**config.mk**
```make
export PLATFORM = sky130hd
export DESIGN_NAME = spi_duo_port
export DESIGN_NICKNAME = d
export VERILOG_FILES = /design/src/rtl/spi_duo_pkg.sv /design/src/rtl/spi_half_timer.sv /design/src/rtl/spi_pin_sync.sv /design/src/rtl/spi_shift_core.sv /design/src/rtl/spi_duo_port.sv
export SDC_FILE = /design/constraint.sdc
export NUM_CORES = 1
export LEC_CHECK = 0
export ABC_AREA = 1
export BUFFER_PORTS_ARGS = -buffer_cell sky130_fd_sc_hd__buf_4
export CORE_ASPECT_RATIO = 2
export CORE_MARGIN = 1
export CORE_UTILIZATION = 50
export DETAILED_ROUTE_END_ITERATION = 10
export GPL_TIMING_DRIVEN = 0
export PLACE_DENSITY = 0.76
export SYNTH_ARGS = -nofsm -noshare
export SYNTH_HDL_FRONTEND = slang
export SYNTH_SLANG_ARGS = --single-unit
```
**constraint.sdc**
```tcl
create_clock -name clk -period 2.5 [get_ports clk]
set_input_delay 0.375 -clock clk [delete_from_list [all_inputs] [get_ports clk]]
set_output_delay 0.375 -clock clk [all_outputs]
set_load 0.05 [all_outputs]
```
**src/rtl/spi_duo_pkg.sv**
```systemverilog
package spi_duo_pkg;

    typedef enum logic [1:0] {
        ST_OFF,
        ST_IDLE,
        ST_MRUN,
        ST_SRUN
    } port_state_e;

endpackage

```
**src/rtl/spi_half_timer.sv**
```systemverilog
// Counts system cycles within one serial half period and pulses at its end.
module spi_half_timer #(
    parameter int DIVW = 8
) (
    input  logic            clk,
    input  logic            rst_n,
    input  logic            run,
    input  logic [DIVW-1:0] half,
    output logic            tick
);
    localparam logic [DIVW:0] ONE_W = (DIVW+1)'(1);

    logic [DIVW-1:0] cnt;
    logic            at_end;

    // A half value of zero behaves as one.
    assign at_end = ({1'b0, cnt} + ONE_W) >= {1'b0, half};
    assign tick   = run & at_end;

    always_ff @(posedge clk or negedge rst_n) begin
        if (!rst_n) begin
            cnt <= '0;
        end else if (!run || at_end) begin
            cnt <= '0;
        end else begin
            cnt <= cnt + DIVW'(1);
        end
    end
endmodule

```
**src/rtl/spi_pin_sync.sv**
```systemverilog
// Multi-stage synchroniser for asynchronous pins.
module spi_pin_sync #(
    parameter int           W      = 3,
    parameter int           STAGES = 2,
    parameter logic [W-1:0] RSTV   = '0
) (
    input  logic         clk,
    input  logic         rst_n,
    input  logic [W-1:0] d,
    output logic [W-1:0] q
);
    logic [STAGES-1:0][W-1:0] stg;

    always_ff @(posedge clk or negedge rst_n) begin
        if (!rst_n) begin
            stg <= {STAGES{RSTV}};
        end else begin
            stg[0] <= d;
            for (int i = 1; i < STAGES; i++) begin
                stg[i] <= stg[i-1];
            end
        end
    end

    assign q = stg[STAGES-1];
endmodule

```
**src/rtl/spi_shift_core.sv**
```systemverilog
// Shared data register: sample edges capture a bit, shift edges move it in.
// The last bit of a byte is shifted in directly on its sample edge.
module spi_shift_core #(
    parameter int DW = 8
) (
    input  logic          clk,
    input  logic          rst_n,
    input  logic          clear,
    input  logic          load,
    input  logic [DW-1:0] load_val,
    input  logic          sample_ev,
    input  logic          shift_ev,
    input  logic          bit_in,
    output logic [DW-1:0] data,
    output logic          byte_done
);
    localparam int CW = $clog2(DW);

    logic [CW-1:0] cnt;
    logic          pend;
    logic          hold;
    logic          last_bit;

    assign last_bit  = (cnt == CW'(DW-1));
    assign byte_done = sample_ev & last_bit & ~load & ~clear;

    always_ff @(posedge clk or negedge rst_n) begin
        if (!rst_n) begin
            data <= '0;
            cnt  <= '0;
            pend <= 1'b0;
            hold <= 1'b0;
        end else if (load) begin
            data <= load_val;
            cnt  <= '0;
            pend <= 1'b0;
        end else if (clear) begin
            cnt  <= '0;
            pend <= 1'b0;
        end else if (sample_ev) begin
            if (last_bit) begin
                data <= {data[DW-2:0], bit_in};
                cnt  <= '0;
                pend <= 1'b0;
            end else begin
                hold <= bit_in;
                pend <= 1'b1;
                cnt  <= cnt + CW'(1);
            end
        end else if (shift_ev && pend) begin
            data <= {data[DW-2:0], hold};
            pend <= 1'b0;
        end
    end
endmodule

```
**src/rtl/spi_duo_port.sv**
```systemverilog
module spi_duo_port
    import spi_duo_pkg::*;
#(
    parameter int DW   = 8,
    parameter int DIVW = 8
) (
    input  logic            clk,
    input  logic            rst_n,
    input  logic            en,
    input  logic            mode_master,
    input  logic            cpol,
    input  logic            sample_trail,
    input  logic [DIVW-1:0] div_half,
    input  logic            halt,
    input  logic            wr_data,
    input  logic [DW-1:0]   wr_byte,
    input  logic            clr_done,
    output logic [DW-1:0]   rd_byte,
    output logic            busy,
    output logic            done,
    input  logic            sck_in,
    output logic            sck_out,
    input  logic            sdi,
    output logic            sdo,
    input  logic            scs_n_in,
    output logic            scs_n_out
);
    localparam int EDGES = 2 * DW;
    localparam int EW    = $clog2(EDGES);

    port_state_e state, nstate;

    logic          m_run, s_run;
    logic          tick;
    logic [EW-1:0] ecnt;
    logic          m_last;
    logic          sck_q, done_q;
    logic          sck_s, sdi_s, scsn_s, sck_p;
    logic          s_lead, s_trail;
    logic          lead_ev, trail_ev, samp_ev, shft_ev;
    logic          load, core_clear, core_done, bit_in;

    // Pin synchronisers for the slave role.
    spi_pin_sync #(
        .W      (3),
        .STAGES (2),
        .RSTV   (3'b001)
    ) u_sync (
        .clk   (clk),
        .rst_n (rst_n),
        .d     ({sck_in, sdi, scs_n_in}),
        .q     ({sck_s, sdi_s, scsn_s})
    );

    spi_half_timer #(
        .DIVW (DIVW)
    ) u_timer (
        .clk   (clk),
        .rst_n (rst_n),
        .run   (m_run),
        .half  (div_half),
        .tick  (tick)
    );

    // State register.
    always_ff @(posedge clk or negedge rst_n) begin
        if (!rst_n) begin
            state <= ST_OFF;
        end else begin
            state <= nstate;
        end
    end

    // Next-state logic.
    always_comb begin
        nstate = state;
        unique case (state)
            ST_OFF: begin
                if (en) nstate = ST_IDLE;
            end
            ST_IDLE: begin
                if (!en)                          nstate = ST_OFF;
                else if (mode_master && wr_data)  nstate = ST_MRUN;
                else if (!mode_master && !scsn_s) nstate = ST_SRUN;
            end
            ST_MRUN: begin
                if (!en)         nstate = ST_OFF;
                else if (m_last) nstate = ST_IDLE;
            end
            ST_SRUN: begin
                if (!en)                       nstate = ST_OFF;
                else if (mode_master || scsn_s) nstate = ST_IDLE;
            end
            default: nstate = ST_OFF;
        endcase
    end

    // State-decoded outputs.
    always_comb begin
        m_run     = (state == ST_MRUN);
        s_run     = (state == ST_SRUN);
        busy      = m_run | s_run;
        scs_n_out = ~m_run;
        load      = en & (state == ST_IDLE) & wr_data;
        core_clear = ~(m_run | s_run);
    end

    // Edge events, from the own divider or the external clock.
    assign s_lead   = (sck_s != cpol) && (sck_p == cpol);
    assign s_trail  = (sck_s == cpol) && (sck_p != cpol);
    assign m_last   = m_run & tick & (ecnt == EW'(EDGES-1));
    assign lead_ev  = m_run ? (tick & ~ecnt[0]) : (s_run & ~scsn_s & s_lead);
    assign trail_ev = m_run ? (tick &  ecnt[0]) : (s_run & ~scsn_s & s_trail);
    assign samp_ev  = sample_trail ? trail_ev : lead_ev;
    assign shft_ev  = sample_trail ? lead_ev  : trail_ev;
    assign bit_in   = m_run ? sdi : sdi_s;

    spi_shift_core #(
        .DW (DW)
    ) u_core (
        .clk       (clk),
        .rst_n     (rst_n),
        .clear     (core_clear),
        .load      (load),
        .load_val  (wr_byte),
        .sample_ev (samp_ev),
        .shift_ev  (shft_ev),
        .bit_in    (bit_in),
        .data      (rd_byte),
        .byte_done (core_done)
    );

    always_ff @(posedge clk or negedge rst_n) begin
        if (!rst_n) begin
            ecnt   <= '0;
            sck_q  <= 1'b0;
            sck_p  <= 1'b0;
            done_q <= 1'b0;
        end else begin
            sck_p <= sck_s;
            if (!m_run)    ecnt <= '0;
            else if (tick) ecnt <= ecnt + EW'(1);
            if (!m_run)    sck_q <= cpol;
            else if (tick) sck_q <= ~sck_q;
            if (m_last || (s_run && core_done)) done_q <= 1'b1;
            else if (clr_done)                  done_q <= 1'b0;
        end
    end

    assign sck_out = sck_q;
    assign sdo     = rd_byte[DW-1];
    assign done    = done_q;
endmodule

```
* Word level (Yosys, flattened, before mapping)
Index checks and enable logic that the tools add are counted.
** Word-level totals
- Logic and storage cells :: 108
- Input bits :: 28
- Bits in registers :: 36
- Output and inout bits :: 13
** Cells by class
- Bitwise operators :: 20
- Reductions and logical operators :: 19
- Equality and inequality tests :: 17
- Order comparisons :: 1
- $add $sub $neg :: 4
- Mux-type cells :: 35
** Operator list (number)
- $mux W8 :: 6
- $mux W2 :: 8
- $mux W1 :: 14
- $and A1 B1 Y1 :: 13
- $mux W3 :: 4
- $add A8 B1 Y9 const B :: 1
- $ge A9 B8 Y1 :: 1
- $ne A3 B2 Y1 const B :: 3
- $add A8 B1 Y8 const B :: 1
- $mux W4 :: 2
- $pmux W2 S4 :: 1
- $reduce_and A4 Y1 :: 2
- $logic_and A1 B1 Y1 :: 6
- $not A1 Y1 :: 6
- $add A4 B1 Y4 const B :: 1
- $eq A2 B2 Y1 const B :: 2
- $eq A4 B4 Y1 const B :: 1
- $ne A4 B1 Y1 const B :: 1
- $ne A4 B4 Y1 const B :: 1
- $reduce_bool A2 Y1 :: 2
- $add A3 B1 Y3 const B :: 1
- $eq A3 B3 Y1 const B :: 1
- $logic_not A1 Y1 :: 3
- $logic_or A1 B1 Y1 :: 3
- other kinds (10) :: 12

* Longest topological paths before layout
- Depth after elaboration :: 12
- Mapped depth :: 24
- Depth with buffers taken out :: 24

* Modules after synthesis
A second synthesis with hierarchy kept.
** Second synthesis, totals
- Cell total of the unflattened synthesis :: 268
- Area total of the unflattened synthesis :: 2129.5 um^2
** By module, submodules not included
- spi_shift_core :: area each 750.7 um^2, seq. area each 325.3 um^2, cells each 98, times used 1
- spi_duo_port :: area each 615.6 um^2, seq. area each 225.2 um^2, cells each 82, times used 1
- spi_half_timer :: area each 588.1 um^2, seq. area each 200.2 um^2, cells each 79, times used 1
- spi_pin_sync :: area each 175.2 um^2, seq. area each 152.6 um^2, cells each 9, times used 1

* Worst setup path before layout
Ideal clock, no wire load.
- Path kind :: register to register
- From :: register u_timer.cnt[0]
- To :: register u_core.data[0]
- Path buffers :: 0
- Period minus slack after synthesis :: 2.448 ns
- Path slack :: 0.052 ns
- Stages on the path, launching flop included :: 24
- Data arrival time :: 2.382 ns
- Library setup time :: 0.066 ns
- Required time :: 2.434 ns
- Cells stage by stage :: dfrtp_1 ha_1 nand2_1 inv_2 nand2_2 nand2_1 inv_1 nor2_1 ha_1 nand2_1 inv_1 nand2_1 nand3_1 nand2_1 nand2_1 nand2_1 nand2_2 nand2_2 nand3_2 nand2_4 nand3_4 nand2_4 nand2_1 nand2_1
** On the way
- Longest elaborated chain between the ends :: 9
- Elaborated cells between the ends (all ways) :: 16
- Those cells by class :: add/sub (1); order compare (1); eq/ne (1); mux (7); bitwise (3); reduce/logical (3)
** RTL lines
- start: declaration :: line spi_half_timer.sv:13 : logic [DIVW-1:0] cnt;
- start signal: assignment :: line spi_half_timer.sv:26 : cnt <= cnt + DIVW'(1);
- $add A8 B1 Y9 * :: line spi_half_timer.sv:17 : assign at_end = ({1'b0, cnt} + ONE_W) >= {1'b0, half};
- $ge A9 B8 Y1 * :: line spi_half_timer.sv:17
- $and A1 B1 Y1 * :: line spi_half_timer.sv:18 : assign tick = run & at_end;
- $and A1 B1 Y1, on equally long branches :: line spi_duo_port.sv:113, spi_duo_port.sv:112
- $mux W1, on equally long branches :: line spi_duo_port.sv:113, spi_duo_port.sv:112
- $mux W1, on equally long branches :: line spi_duo_port.sv:115, spi_duo_port.sv:114
- $logic_and A1 B1 Y1 or $mux W8 (tied branches) :: line spi_shift_core.sv:50, spi_shift_core.sv:40
- $reduce_bool A3 Y1 (no line) or $mux W8 (tied branches)
- $reduce_and A3 Y1 (no line) or $mux W8 (tied branches)
- end signal: assignment :: line spi_shift_core.sv:34 : data <= load_val;
- end signal: assignment :: line spi_shift_core.sv:42 : data <= {data[DW-2:0], bit_in};
- end signal: assignment :: line spi_shift_core.sv:51 : data <= {data[DW-2:0], hold};
- end: declaration :: line spi_shift_core.sv:14 : output logic [DW-1:0] data,
Every way passes the cells marked *; elsewhere a longest branch is shown, timed or not. The select of a mux whose other input is x is not followed.
A chain may end at the register's enable or synchronous reset.

* Final worst setup path
- From :: register u_timer.cnt[0]
- To :: register u_timer.cnt[4]
** On the way
- Longest elaborated chain between the ends :: 4
- Elaborated cells between the ends (all ways) :: 5
- Those cells by class :: add/sub (2); order compare (1); mux (1); reduce/logical (1)
** RTL lines
- $add A8 B1 Y9 :: line spi_half_timer.sv:17
- $ge A9 B8 Y1 :: line spi_half_timer.sv:17
- $logic_or A1 B1 Y1 :: line spi_half_timer.sv:23 : end else if (!run || at_end) begin
- $mux W8 * :: line spi_half_timer.sv:23
Every way passes the cells marked *; elsewhere a longest branch is shown, timed or not.

==> metrics.csv <==
stage,metric,value,unit
routing,Initial DRC Count,37,
placement,port buffer count,39,
grt,GRT overflow,0,
status,outcome,finished with violations,
finish,final instance area,2940,sq um
grt,vias in the first global route,1795,
sta,Final setup viols,18,
synth,cells after synthesis,254,
finish,Post-layout nets,365,
setup_path,Reg2Reg Depth,20,
sta,Final WS setup,-0.193,ns
routing,drt pass-1 iters,4,
cts,CTS Buf Count,5,
power,leakage power,0.00159,uW
routing,mean routed wirelength per cell,13.5,microns
setup_path,crit path launch type,register,
cts,H-tree depth,2,
cts,CTS tree,yes,
grt,met1 capacity usage during global routing,0.208,
cts,clk root buf,clkbuf_8,
sta,period utilisation layout,1.08,
grt,initial antenna violation count,0,
cts,Clock Sinks,36,
routing,drt via density,5.15,
floorplanning,die height,93.8,microns
finish,area grow syn2layout,39.4,%
grt,GR Util met2,0.447,
setup_path,CP bufs+invs,15,
setup_path,R2R Path End,u_timer.cnt[4]$_DFF_PN0_,
setup_path,CP Capture Type,register,
power,Cell Pwr Density,673,nW/um^2
power,Tot Pwr,1980,uW
sta,hold slack,0.0249,ns
placement,dpl cell area,2460,sq um
sta,final hold vios,0,
placement,routability cong.,0.857,
setup_path,CP Max Fanout,3,
sta,Worst Tran Pin Value,0.468,ns
setup_path,"Req. time, crit path",2.72,ns
grt,first-pass GRT wire length,7430,microns
placement,HPWL after detailed placement,3180,microns
grt,grt peak-use layer,met2,
setup_path,Setup CP Type,register to register,
synth,"Cell Area, Synth",2110,sq um
synth,synth warn,0,
synth,Area contributors post-synth,"dfrtp_1, nand2_1, ha_1",
routing,Final ANT Viol Nets,0,
grt,met3 Use GR,0.0365,
sta,Fmax,0.371,GHz
routing,final wirelength,5120,microns
sta,Max Slew Vio Count,0,
sta,min Tclk post-route,2.69,ns
grt,Tot GR Track Use,0.236,
status,failing checks,negative setup slack,
setup_path,"CP delay by family, top",buffers and inverters,
synth,Post-Syn Nets,294,
floorplanning,# IOs,41,
routing,DRC viols,0,
floorplanning,row count,33,
synth,#FFs+latches synth,36,
cts,clock-pin slew on the worst setup and hold paths,0.07,ns
finish,fraction of layout cells with a size suffix above 1,0.405,
finish,Antenna diodes,0,
routing,vias post-DR,1946,
cts,clock buffer depth,2,
sta,slew margin rel.,0.688,
power,Max VDD drop,0.537,mV
synth,Synth area leader,dfrtp_1,
synth,post-synthesis sequential area ratio,0.429,
setup_path,worst flop-to-flop path startpoint,u_timer.cnt[0]$_DFF_PN0_,
synth,mean post-synth cell area,8.30,sq um
synth,"Distinct cells, synth",34,
job,max cap viols,0,
setup_path,"Max stage delay cell, worst path",dfrtp_1,
setup_path,flop-to-flop setup slack,-0.19,ns
cts,worst skew pair latency,0.30,ns
floorplanning,core area,4050,sq um
floorplanning,Starting Density,0.521,
setup_path,CP max stage delay,0.37,ns
grt,largest net degree at the start of global routing,37,
placement,"worst slack, placed",-0.257,ns
floorplanning,DIE AREA,4490,sq um
setup_path,crit path from,u_timer.cnt[0]$_DFF_PN0_,
synth,Synth top area share,0.404,
setup_path,Most common cell on crit path,buf_4,
sta,RSZ-0062 raised after global routing,yes,
min_path,Worst Hold Class,input pin to async pin,
sta,Clock Skew,0.00883,ns
cts,hold_buf cts,0,
floorplanning,die span in x,47.9,microns
setup_path,crit-path cells,"ha_2, nand2_2, inv_2, nand2_4, nand2_2, inv_2, buf_4, buf_4, buf_4, buf_4, buf_4, buf_4, buf_4, buf_4, buf_4, buf_4, buf_4, buf_4, buf_6, nor3_2",
setup_path,Critical Path AT,2.91,ns
setup_path,Crit path depth,20,
stage by stage:
stage	cells	setup TNS, ns	util
after global routing	378	-4.80	0.726
final	378	-2.25	0.726
after CTS	373	-1.64	0.693
after global placement	345	-3.16	0.609
after detailed placement	345	-3.93	0.609
after floorplan	254	0	-
flip-flops by register name, indices dropped and copies added, names as in the netlist:
register	count
u_core.data	8
u_timer.cnt	8
ecnt	4
u_core.cnt	3
u_sync.q	3
u_sync.stg	3
state	2
done	1
sck_out	1
sck_p	1
u_core.hold	1
u_core.pend	1
layout by cell type (no fill, tap or decap), types with 3 or more instances in the layout:
cell type and count:
xor2_1 3, nor3_1 4, nand2_2 7, ha_1 11
nand4_1 3, buf_4 61, nand3_4 5, a21oi_2 3
dfrtp_1 34, nand2_4 7, nand2_1 70, nand3_1 10
inv_2 6, nor2_4 8, inv_1 28, nand3_2 11
clkbuf_8 5, nor2_1 13, clkbuf_1 3
timing repair:
action	4_1_cts	5_1_grt
gates cloned	1	1
setup buffers	19	4
pin swaps	11	21
endpoints found under the setup margin	26	25
resized for setup	24	23
layer usage:
metal,up-vias,routed length [microns]
met5,-,0
met4,0,135
met3,10,158
met2,53,3110
met1,934,1720
li1,949,-
cells by family after synthesis:
logic type,after synthesis,share of synthesized area
flops,36,0.429
simple gates,144,0.341
xor+xnor,5,0.0208
compound gates,17,0.0600
fa+ha+maj,12,0.0713
buf+inv,40,0.0784
synthesized netlist by cell type:
library cell / instances
inv_4: 1
buf_6: 1
xor2_1: 3
dfstp_2: 2
inv_2: 4
nor2_1: 20
o21ai_1: 2
a22o_1: 2
a21oi_2: 1
nand2_4: 2
o21ai_0: 2
nand3_4: 1
nor2_8: 1
nand2_2: 5
nand3_1: 14
nor3_1: 6
dfrtp_1: 34
o22ai_1: 1
nand2_1: 78
nor2_4: 3
nand3_2: 10
clkbuf_1: 2
o21ai_2: 1
buf_4: 1
inv_1: 30
xnor2_1: 2
a21oi_1: 4
nand4_1: 3
buf_2: 1
o211ai_1: 2
and3_1: 1
a31oi_4: 1
ha_1: 12
a32oi_1: 1
report_power, final:
| group | total [uW] | internal, uW | switching [uW] | leakage [uW] |
|---|---|---|---|---|
| sequential | 741 | 669 | 72.0 | 0.000470 |
| combinational | 826 | 277 | 550 | 0.00108 |
| clock | 411 | 196 | 215 | 0.0000422 |
how the worst max path moves through the flow:
stage / endpoint / slack [ns]
after global placement: u_core.data[0]$_DFFE_PN0P_ / -0.22
after CTS: u_core.data[4]$_DFFE_PN0P_ / -0.13
after floorplan: u_core.data[0]$_DFFE_PN0P_ / 0.05
after detailed placement: state[1]$_DFFE_PN0P_ / -0.26
after global routing: state[1]$_DFFE_PN0P_ / -0.30
final: u_timer.cnt[4]$_DFF_PN0_ / -0.19
layout make-up:
class | count | area, sq um
Inverter | 35 | 134
Sequential cell | 36 | 903
Buffer | 5 | 36.3
Timing Repair Buffer | 63 | 498
Fill cell | 322 | 1110
Multi-Input combinational cell | 179 | 1220
Clock inverter | 1 | 5.00
Tap cell | 52 | 65.1
Clock buffer | 7 | 76.3
worst reg2reg max path: cells and delay by family, from the launching register on:
| kind | cells | cell delay (ns) |
|---|---|---|
| buf+inv | 15 | 1.70 |
| flops | 1 | 0.37 |
| simple gates | 4 | 0.36 |
| fa+ha+maj | 1 | 0.20 |
Power figures use the tool's default switching activity.
